<file path="src/rtl/dmr_pkg.sv">
package dmr_pkg;

  typedef enum logic [1:0] {
    K_DIRECT   = 2'd0,
    K_INDIRECT = 2'd1,
    K_XPTR8    = 2'd2,
    K_XPTR16   = 2'd3
  } kind_e;

  typedef enum logic [2:0] {
    T_NONE = 3'd0,
    T_LOW  = 3'd1,
    T_HIGH = 3'd2,
    T_SFR  = 3'd3,
    T_AUX  = 3'd4,
    T_ERAM = 3'd5,
    T_OFF  = 3'd6
  } tgt_e;

endpackage

</file>
<file path="src/rtl/dmr_decode.sv">
module dmr_decode
  import dmr_pkg::*;
#(
  parameter int          ADDR_W     = 16,
  parameter int          LOW_DEPTH  = 128,
  parameter int          ERAM_DEPTH = 256,
  parameter logic [7:0]  AUX_ADDR   = 8'h8E
) (
  input  kind_e             kind,
  input  logic [ADDR_W-1:0] addr,
  input  logic              extram,
  output tgt_e              tgt
);

  localparam logic [7:0]        LOW_LIM  = 8'(LOW_DEPTH);
  localparam logic [ADDR_W-1:0] ERAM_LIM = ADDR_W'(ERAM_DEPTH);

  logic [7:0] a8;
  logic       below_low;
  logic       in_eram_range;

  assign a8            = addr[7:0];
  assign below_low     = (a8 < LOW_LIM);
  assign in_eram_range = (addr < ERAM_LIM);

  always_comb begin
    tgt = T_NONE;
    unique case (kind)
      K_DIRECT: begin
        if (below_low)             tgt = T_LOW;
        else if (a8 == AUX_ADDR)   tgt = T_AUX;
        else                       tgt = T_SFR;
      end
      K_INDIRECT: begin
        tgt = below_low ? T_LOW : T_HIGH;
      end
      K_XPTR8: begin
        tgt = extram ? T_OFF : T_ERAM;
      end
      K_XPTR16: begin
        if (!in_eram_range || extram) tgt = T_OFF;
        else                          tgt = T_ERAM;
      end
      default: tgt = T_NONE;
    endcase
  end

endmodule

</file>
<file path="src/rtl/dmr_spram.sv">
module dmr_spram #(
  parameter int DW    = 8,
  parameter int DEPTH = 128,
  localparam int AW   = $clog2(DEPTH)
) (
  input  logic          clk,
  input  logic          we,
  input  logic          re,
  input  logic [AW-1:0] addr,
  input  logic [DW-1:0] wdata,
  output logic [DW-1:0] rdata
);

  logic [DW-1:0] mem [DEPTH];

  always_ff @(posedge clk) begin
    if (we) mem[addr] <= wdata;
    if (re) rdata <= mem[addr];
  end

endmodule

</file>
<file path="src/rtl/dmr_auxreg.sv">
module dmr_auxreg #(
  parameter int             DW    = 8,
  parameter int             AUX_W = 3,
  parameter logic [AUX_W-1:0] RST_VAL = 3'b110
) (
  input  logic             clk,
  input  logic             rst,
  input  logic             wr_en,
  input  logic             rd_en,
  input  logic [DW-1:0]    wdata,
  output logic [AUX_W-1:0] bits,
  output logic [DW-1:0]    rdata
);

  always_ff @(posedge clk) begin
    if (rst) begin
      bits  <= RST_VAL;
      rdata <= '0;
    end else begin
      if (wr_en) bits <= wdata[AUX_W-1:0];
      if (rd_en) rdata <= {{(DW-AUX_W){1'b0}}, bits};
    end
  end

  AST_AUX_HOLD: assert property (@(posedge clk) disable iff (rst)
    !wr_en |=> $stable(bits));

endmodule

</file>
<file path="src/rtl/dmr_router.sv">
module dmr_router
  import dmr_pkg::*;
#(
  parameter int             DW         = 8,
  parameter int             ADDR_W     = 16,
  parameter int             LOW_DEPTH  = 128,
  parameter int             ERAM_DEPTH = 256,
  parameter logic [7:0]     AUX_ADDR   = 8'h8E,
  parameter logic [2:0]     AUX_RST    = 3'b110
) (
  input  logic              clk,
  input  logic              rst,
  input  logic              req_rd,
  input  logic              req_wr,
  input  logic [1:0]        req_kind,
  input  logic [ADDR_W-1:0] req_addr,
  input  logic [DW-1:0]     req_wdata,
  output logic              rd_valid,
  output logic [DW-1:0]     rd_data,
  output logic [7:0]        sfr_addr,
  output logic              sfr_rd,
  output logic              sfr_wr,
  output logic [DW-1:0]     sfr_wdata,
  input  logic [DW-1:0]     sfr_rdata,
  output logic              ext_req,
  output logic              ext_we,
  output logic              ext_ptr8,
  output logic [ADDR_W-1:0] ext_addr,
  output logic [DW-1:0]     ext_wdata,
  output logic              cfg_ale_ctl,
  output logic              cfg_extram,
  output logic              cfg_lvadc
);

  localparam int LOW_AW  = $clog2(LOW_DEPTH);
  localparam int HIGH_D  = 256 - LOW_DEPTH;
  localparam int HIGH_AW = $clog2(HIGH_D);
  localparam int ERAM_AW = $clog2(ERAM_DEPTH);
  localparam int AUX_W   = 3;

  tgt_e             tgt;
  tgt_e             sel_q;
  logic             rvalid_q;
  logic [DW-1:0]    q_low, q_high, q_eram, q_aux, q_sfr;
  logic [AUX_W-1:0] aux_bits;
  logic             is_off;

  dmr_decode #(
    .ADDR_W    (ADDR_W),
    .LOW_DEPTH (LOW_DEPTH),
    .ERAM_DEPTH(ERAM_DEPTH),
    .AUX_ADDR  (AUX_ADDR)
  ) u_dec (
    .kind  (kind_e'(req_kind)),
    .addr  (req_addr),
    .extram(cfg_extram),
    .tgt   (tgt)
  );

  dmr_spram #(.DW(DW), .DEPTH(LOW_DEPTH)) u_low (
    .clk  (clk),
    .we   (req_wr && tgt == T_LOW),
    .re   (req_rd && tgt == T_LOW),
    .addr (req_addr[LOW_AW-1:0]),
    .wdata(req_wdata),
    .rdata(q_low)
  );

  dmr_spram #(.DW(DW), .DEPTH(HIGH_D)) u_high (
    .clk  (clk),
    .we   (req_wr && tgt == T_HIGH),
    .re   (req_rd && tgt == T_HIGH),
    .addr (req_addr[HIGH_AW-1:0]),
    .wdata(req_wdata),
    .rdata(q_high)
  );

  dmr_spram #(.DW(DW), .DEPTH(ERAM_DEPTH)) u_eram (
    .clk  (clk),
    .we   (req_wr && tgt == T_ERAM),
    .re   (req_rd && tgt == T_ERAM),
    .addr (req_addr[ERAM_AW-1:0]),
    .wdata(req_wdata),
    .rdata(q_eram)
  );

  dmr_auxreg #(.DW(DW), .AUX_W(AUX_W), .RST_VAL(AUX_RST)) u_aux (
    .clk  (clk),
    .rst  (rst),
    .wr_en(req_wr && tgt == T_AUX),
    .rd_en(req_rd && tgt == T_AUX),
    .wdata(req_wdata),
    .bits (aux_bits),
    .rdata(q_aux)
  );

  assign cfg_ale_ctl = aux_bits[0];
  assign cfg_extram  = aux_bits[1];
  assign cfg_lvadc   = aux_bits[2];

  // register window request port
  assign sfr_addr  = req_addr[7:0];
  assign sfr_rd    = req_rd && tgt == T_SFR;
  assign sfr_wr    = req_wr && tgt == T_SFR;
  assign sfr_wdata = req_wdata;

  assign is_off = (req_rd || req_wr) && tgt == T_OFF;

  always_ff @(posedge clk) begin
    if (rst) begin
      sel_q     <= T_NONE;
      rvalid_q  <= 1'b0;
      q_sfr     <= '0;
      ext_req   <= 1'b0;
      ext_we    <= 1'b0;
      ext_ptr8  <= 1'b0;
      ext_addr  <= '0;
      ext_wdata <= '0;
    end else begin
      rvalid_q <= req_rd && tgt != T_OFF && tgt != T_NONE;
      sel_q    <= req_rd ? tgt : T_NONE;
      if (sfr_rd) q_sfr <= sfr_rdata;
      ext_req  <= is_off;
      if (is_off) begin
        ext_we    <= req_wr;
        ext_ptr8  <= (kind_e'(req_kind) == K_XPTR8);
        ext_addr  <= (kind_e'(req_kind) == K_XPTR8) ?
                     {{(ADDR_W-8){1'b0}}, req_addr[7:0]} : req_addr;
        ext_wdata <= req_wdata;
      end
    end
  end

  assign rd_valid = rvalid_q;

  always_comb begin
    unique case (sel_q)
      T_LOW:   rd_data = q_low;
      T_HIGH:  rd_data = q_high;
      T_ERAM:  rd_data = q_eram;
      T_AUX:   rd_data = q_aux;
      T_SFR:   rd_data = q_sfr;
      default: rd_data = '0;
    endcase
  end

  AST_SFR_RANGE: assert property (@(posedge clk) disable iff (rst)
    (sfr_rd || sfr_wr) |-> (sfr_addr[7] && sfr_addr != AUX_ADDR));

  AST_LOW_OFF_NEEDS_BIT: assert property (@(posedge clk) disable iff (rst)
    (ext_req && ext_addr[ADDR_W-1:8] == '0) |-> $past(cfg_extram));

  AST_RDV_FOLLOWS_RD: assert property (@(posedge clk) disable iff (rst)
    rd_valid |-> $past(req_rd));

  AST_EXT_FOLLOWS_REQ: assert property (@(posedge clk) disable iff (rst)
    ext_req |-> $past(req_rd || req_wr));

  AST_EXT_NO_RDV: assert property (@(posedge clk) disable iff (rst)
    ext_req |-> !rd_valid);

endmodule

</file>
<file path="config.mk">
export PLATFORM = sky130hd
export DESIGN_NAME = dmr_router
export DESIGN_NICKNAME = d
export VERILOG_FILES = /design/src/rtl/dmr_pkg.sv /design/src/rtl/dmr_decode.sv /design/src/rtl/dmr_spram.sv /design/src/rtl/dmr_auxreg.sv /design/src/rtl/dmr_router.sv
export SDC_FILE = /design/constraint.sdc
export NUM_CORES = 2
export LEC_CHECK = 0
export BUFFER_PORTS_ARGS = -buffer_cell sky130_fd_sc_hd__buf_2
export CAP_MARGIN = 40
export CORE_MARGIN = 5
export CORE_UTILIZATION = 51
export DETAILED_ROUTE_END_ITERATION = 8
export PLACE_DENSITY = 0.66
export SLEW_MARGIN = 30
export SYNTH_ARGS = -nofsm -noshare
export SYNTH_HDL_FRONTEND = slang
export SYNTH_SLANG_ARGS = --single-unit
</file>
<file path="constraint.sdc">
create_clock -name clk -period 10.6 [get_ports clk]
set_clock_uncertainty 0.1 [all_clocks]
set_input_delay 1.59 -clock clk [delete_from_list [all_inputs] [get_ports clk]]
set_output_delay 1.59 -clock clk [all_outputs]
set_load 0.01 [all_outputs]
</file>
==> metrics.txt <==
status=complete, no violations; most frequent cell after synthesis=edfxtp_1; switching pwr=7.22 mW; Reg clk slew, reported paths=0.06 ns; Post-Synth XOR/XNOR Area=0%; simple-gate portion of the synthesized area=2.33%; CP Capture Type=output port; TNS Setup=0 ns; post-CTS setup repair buffer count=0; CTS Buf Count=410; Leak=between 50 and 60 nW; htree depth=5; Root Driver=clkbuf_16; synthesized net count=7256; Clock Path Buffers=4; Final Cycle Share=between 50% and 60%; Initial Util=just over 50%; fin area=182000 sq um; row count=206; post-DR wirelength/cell=33.8 um; Syn Area/Cell=roughly 22 sq um; RSZ-0062 raised after global routing=no; Synth Instances=7218; area of the die=327000 sq um; CP Launch Point=req_addr[0]; CTS tree=built; Post-DRT Antenna Nets=0; Cell Count, Final, Fillers Out=12200; total power=34.0 mW; worst vdd ir=0.154 mV; Clk pwr share=a little over two fifths; min cycle time layout=6.30 ns; drc violations=0; clock latency on the worst-skew pair=between 0.9 and 1 ns; CTS Sinks=4165; Placeable Area=314000 sq um; vias=78600; Inst Count DP=11200; Comb pwr share=under 10%; CP required=8.91 ns; Synth top area share=between 70% and 80%; most area-consuming cells after synthesis=edfxtp_1 (77%), mux4_2 (16%), nor2_1 (1.3%); I/O Buffers=94; Synth Warn #=0; Synth async-reset ratio=0%; placed cell areas=167000 sq um; hold_sp=ext_addr[10]; most used flip-flop cell after synthesis=edfxtp_1; flop and latch count out of synthesis=4165; Reg power frac=53.2%; Area Growth Syn to Fin=12.9%; initial antenna violation count=21; die height=around 570 um; GRT Util Overall=25.0%; Internal=between 20 and 30 mW; Post-DP HPWL=245 mm; post-synthesis compound-gate area fraction=under 10%; sequential area share after synthesis=between 70% and 80%; Yosys top cell by area=edfxtp_1; DRT iter0 DRCs=11100; final hold violation count=0; final setup fails=0; GRT overflow=0; Final GP Congestion=0.836; drt pass-1 iters=6; worst r2r src=u_aux.bits[1]; largest family of logic cells by synthesized area=multiplexers; vias in the first global route=77700; Crit Path Category=in -> out; CP max FO=84; switching fraction of total power=21.2%; Nets=7689; CP Launch Type=primary input; Slew headroom=24.8%; first-pass GRT wire length=586 mm; post-synthesis adder-cell area fraction=0%; share of layout cells above drive strength 1=between 20 and 30%; Ports=95; number of flops mapped to enable cells by yosys=4120; synth unique cells=62; Max-cap violations=0; hold crit path type=reg -> reg; largest net degree at the start of global routing=200; CP arrival=4.61 ns; Post-Syn Area=around 160000 sq um; Worst-Margin Slew=1.13 ns; top post-synthesis cells by count=edfxtp_1 (4120), mux4_2 (1149), nor2_1 (566); R2R Setup Slk=roughly 7.1 ns; final slew viol count=0; post-synthesis mux area share=about 17%; chip width=572 um; Fmax=159 MHz; CTS Hold Bufs=0; Via density=6.47; pwr/cell area=187 nW/um^2; Routed WL=411 mm; cts repair resizes=0
state kept, by name, summed over array words and instances, names as in the netlist:
| register | flops |
|---|---|
| ext_addr | 16 |
| ext_ptr8 | 1 |
| ext_req | 1 |
| ext_wdata | 8 |
| ext_we | 1 |
| q_sfr | 8 |
| rd_valid | 1 |
| sel_q | 3 |
| u_aux.bits | 3 |
| u_aux.rdata | 3 |
| u_eram.mem | 2048 |
| u_eram.rdata | 8 |
| u_high.mem | 1024 |
| u_high.rdata | 8 |
| u_low.mem | 1024 |
| u_low.rdata | 8 |
cell usage in the layout, fill, tap and decap left out, types with 17 or more instances in the layout:
cell,synthesis,routed
edfxtp_1,4120,4120
mux4_2,1149,1149
nor2_1,566,563
clkbuf_16,0,414
buf_4,66,246
mux2i_1,160,160
nand2_1,143,122
a21oi_1,108,108
a22oi_1,100,100
buf_2,129,97
clkbuf_1,205,88
clkinv_1,0,86
clkinv_2,0,79
clkbuf_4,0,59
nand3_1,58,51
dfxtp_1,45,45
bufinv_16,0,37
nor2b_1,42,35
buf_12,0,28
a211oi_1,28,26
buf_16,0,25
mux2_2,20,20
nand2_2,0,19
o21ai_0,18,18
o22ai_1,18,18
o221ai_1,18,18
a221oi_1,17,17
buf_8,0,17
power groups by stage:
stage               Combinational [mW]  Clock, mW  Sequential [mW]
finish                            1.65       14.3             18.1
global placement                  1.59          0             18.5
CTS                               1.63       14.4             18.1
global route                      1.72       15.2             18.1
floorplan                        0.860          0             18.5
detailed placement                1.63          0             18.5
area by class of cell:
cell class              count  area, sq um
flip-flops and latches   4165       125000
well taps                4160         5200
fillers                 22300       133000
repair buffers            480         4350
diodes                     12         30.0
inverters                   4         15.0
multi-input cells        2590        34200
clock buffers             505        10700
clock inverters           239         2420
stage by stage:
| step | setup WS (ns) | util, % | hold slack [ns] |
|---|---|---|---|
| 2_1_floorplan | 5.59 | - | 0.334 |
| 3_3_place_gp | 3.98 | 52.8 | 0.342 |
| 3_5_place_dp | 4.13 | 53.1 | 0.343 |
| 4_1_cts | 4.28 | 57.3 | 0.352 |
| 5_1_grt | 4.08 | 57.7 | 0.363 |
| 6_report | 4.30 | 57.8 | 0.354 |
cells by family after synthesis:
logic type,Yosys count
and+or+nand+nor,891
DFF,4165
buffers and inverters,463
muxes,1329
AOI/OAI and AO/OA,370
final timing paths:
check / end / depth (start not counted)
worst max-delay path: sfr_rd / 8
worst min-delay path: ext_addr[10] / 2
worst max register to register: u_eram.mem[219][6] / 6
worst min register to register: ext_addr[10] / 2
critical path, stage by stage:
cell and delay [ns]:
buf_12 0.47, buf_4 0.59, and3b_1 0.32, nand2_1 0.12, nor4_2 0.11, buf_4 0.25
nor4bb_4 0.69, buf_2 0.26
per-layer routing:
layer  global-route usage [%]  vias up  wire (um)
met5                        0        -         27
met4                     8.74        4      16800
met3                     5.10      785      41200
met2                     38.5     4426     195000
met1                     36.3    42100     159000
li1                         -    31300          -
Note: power is estimated with default switching activity, not from simulation.
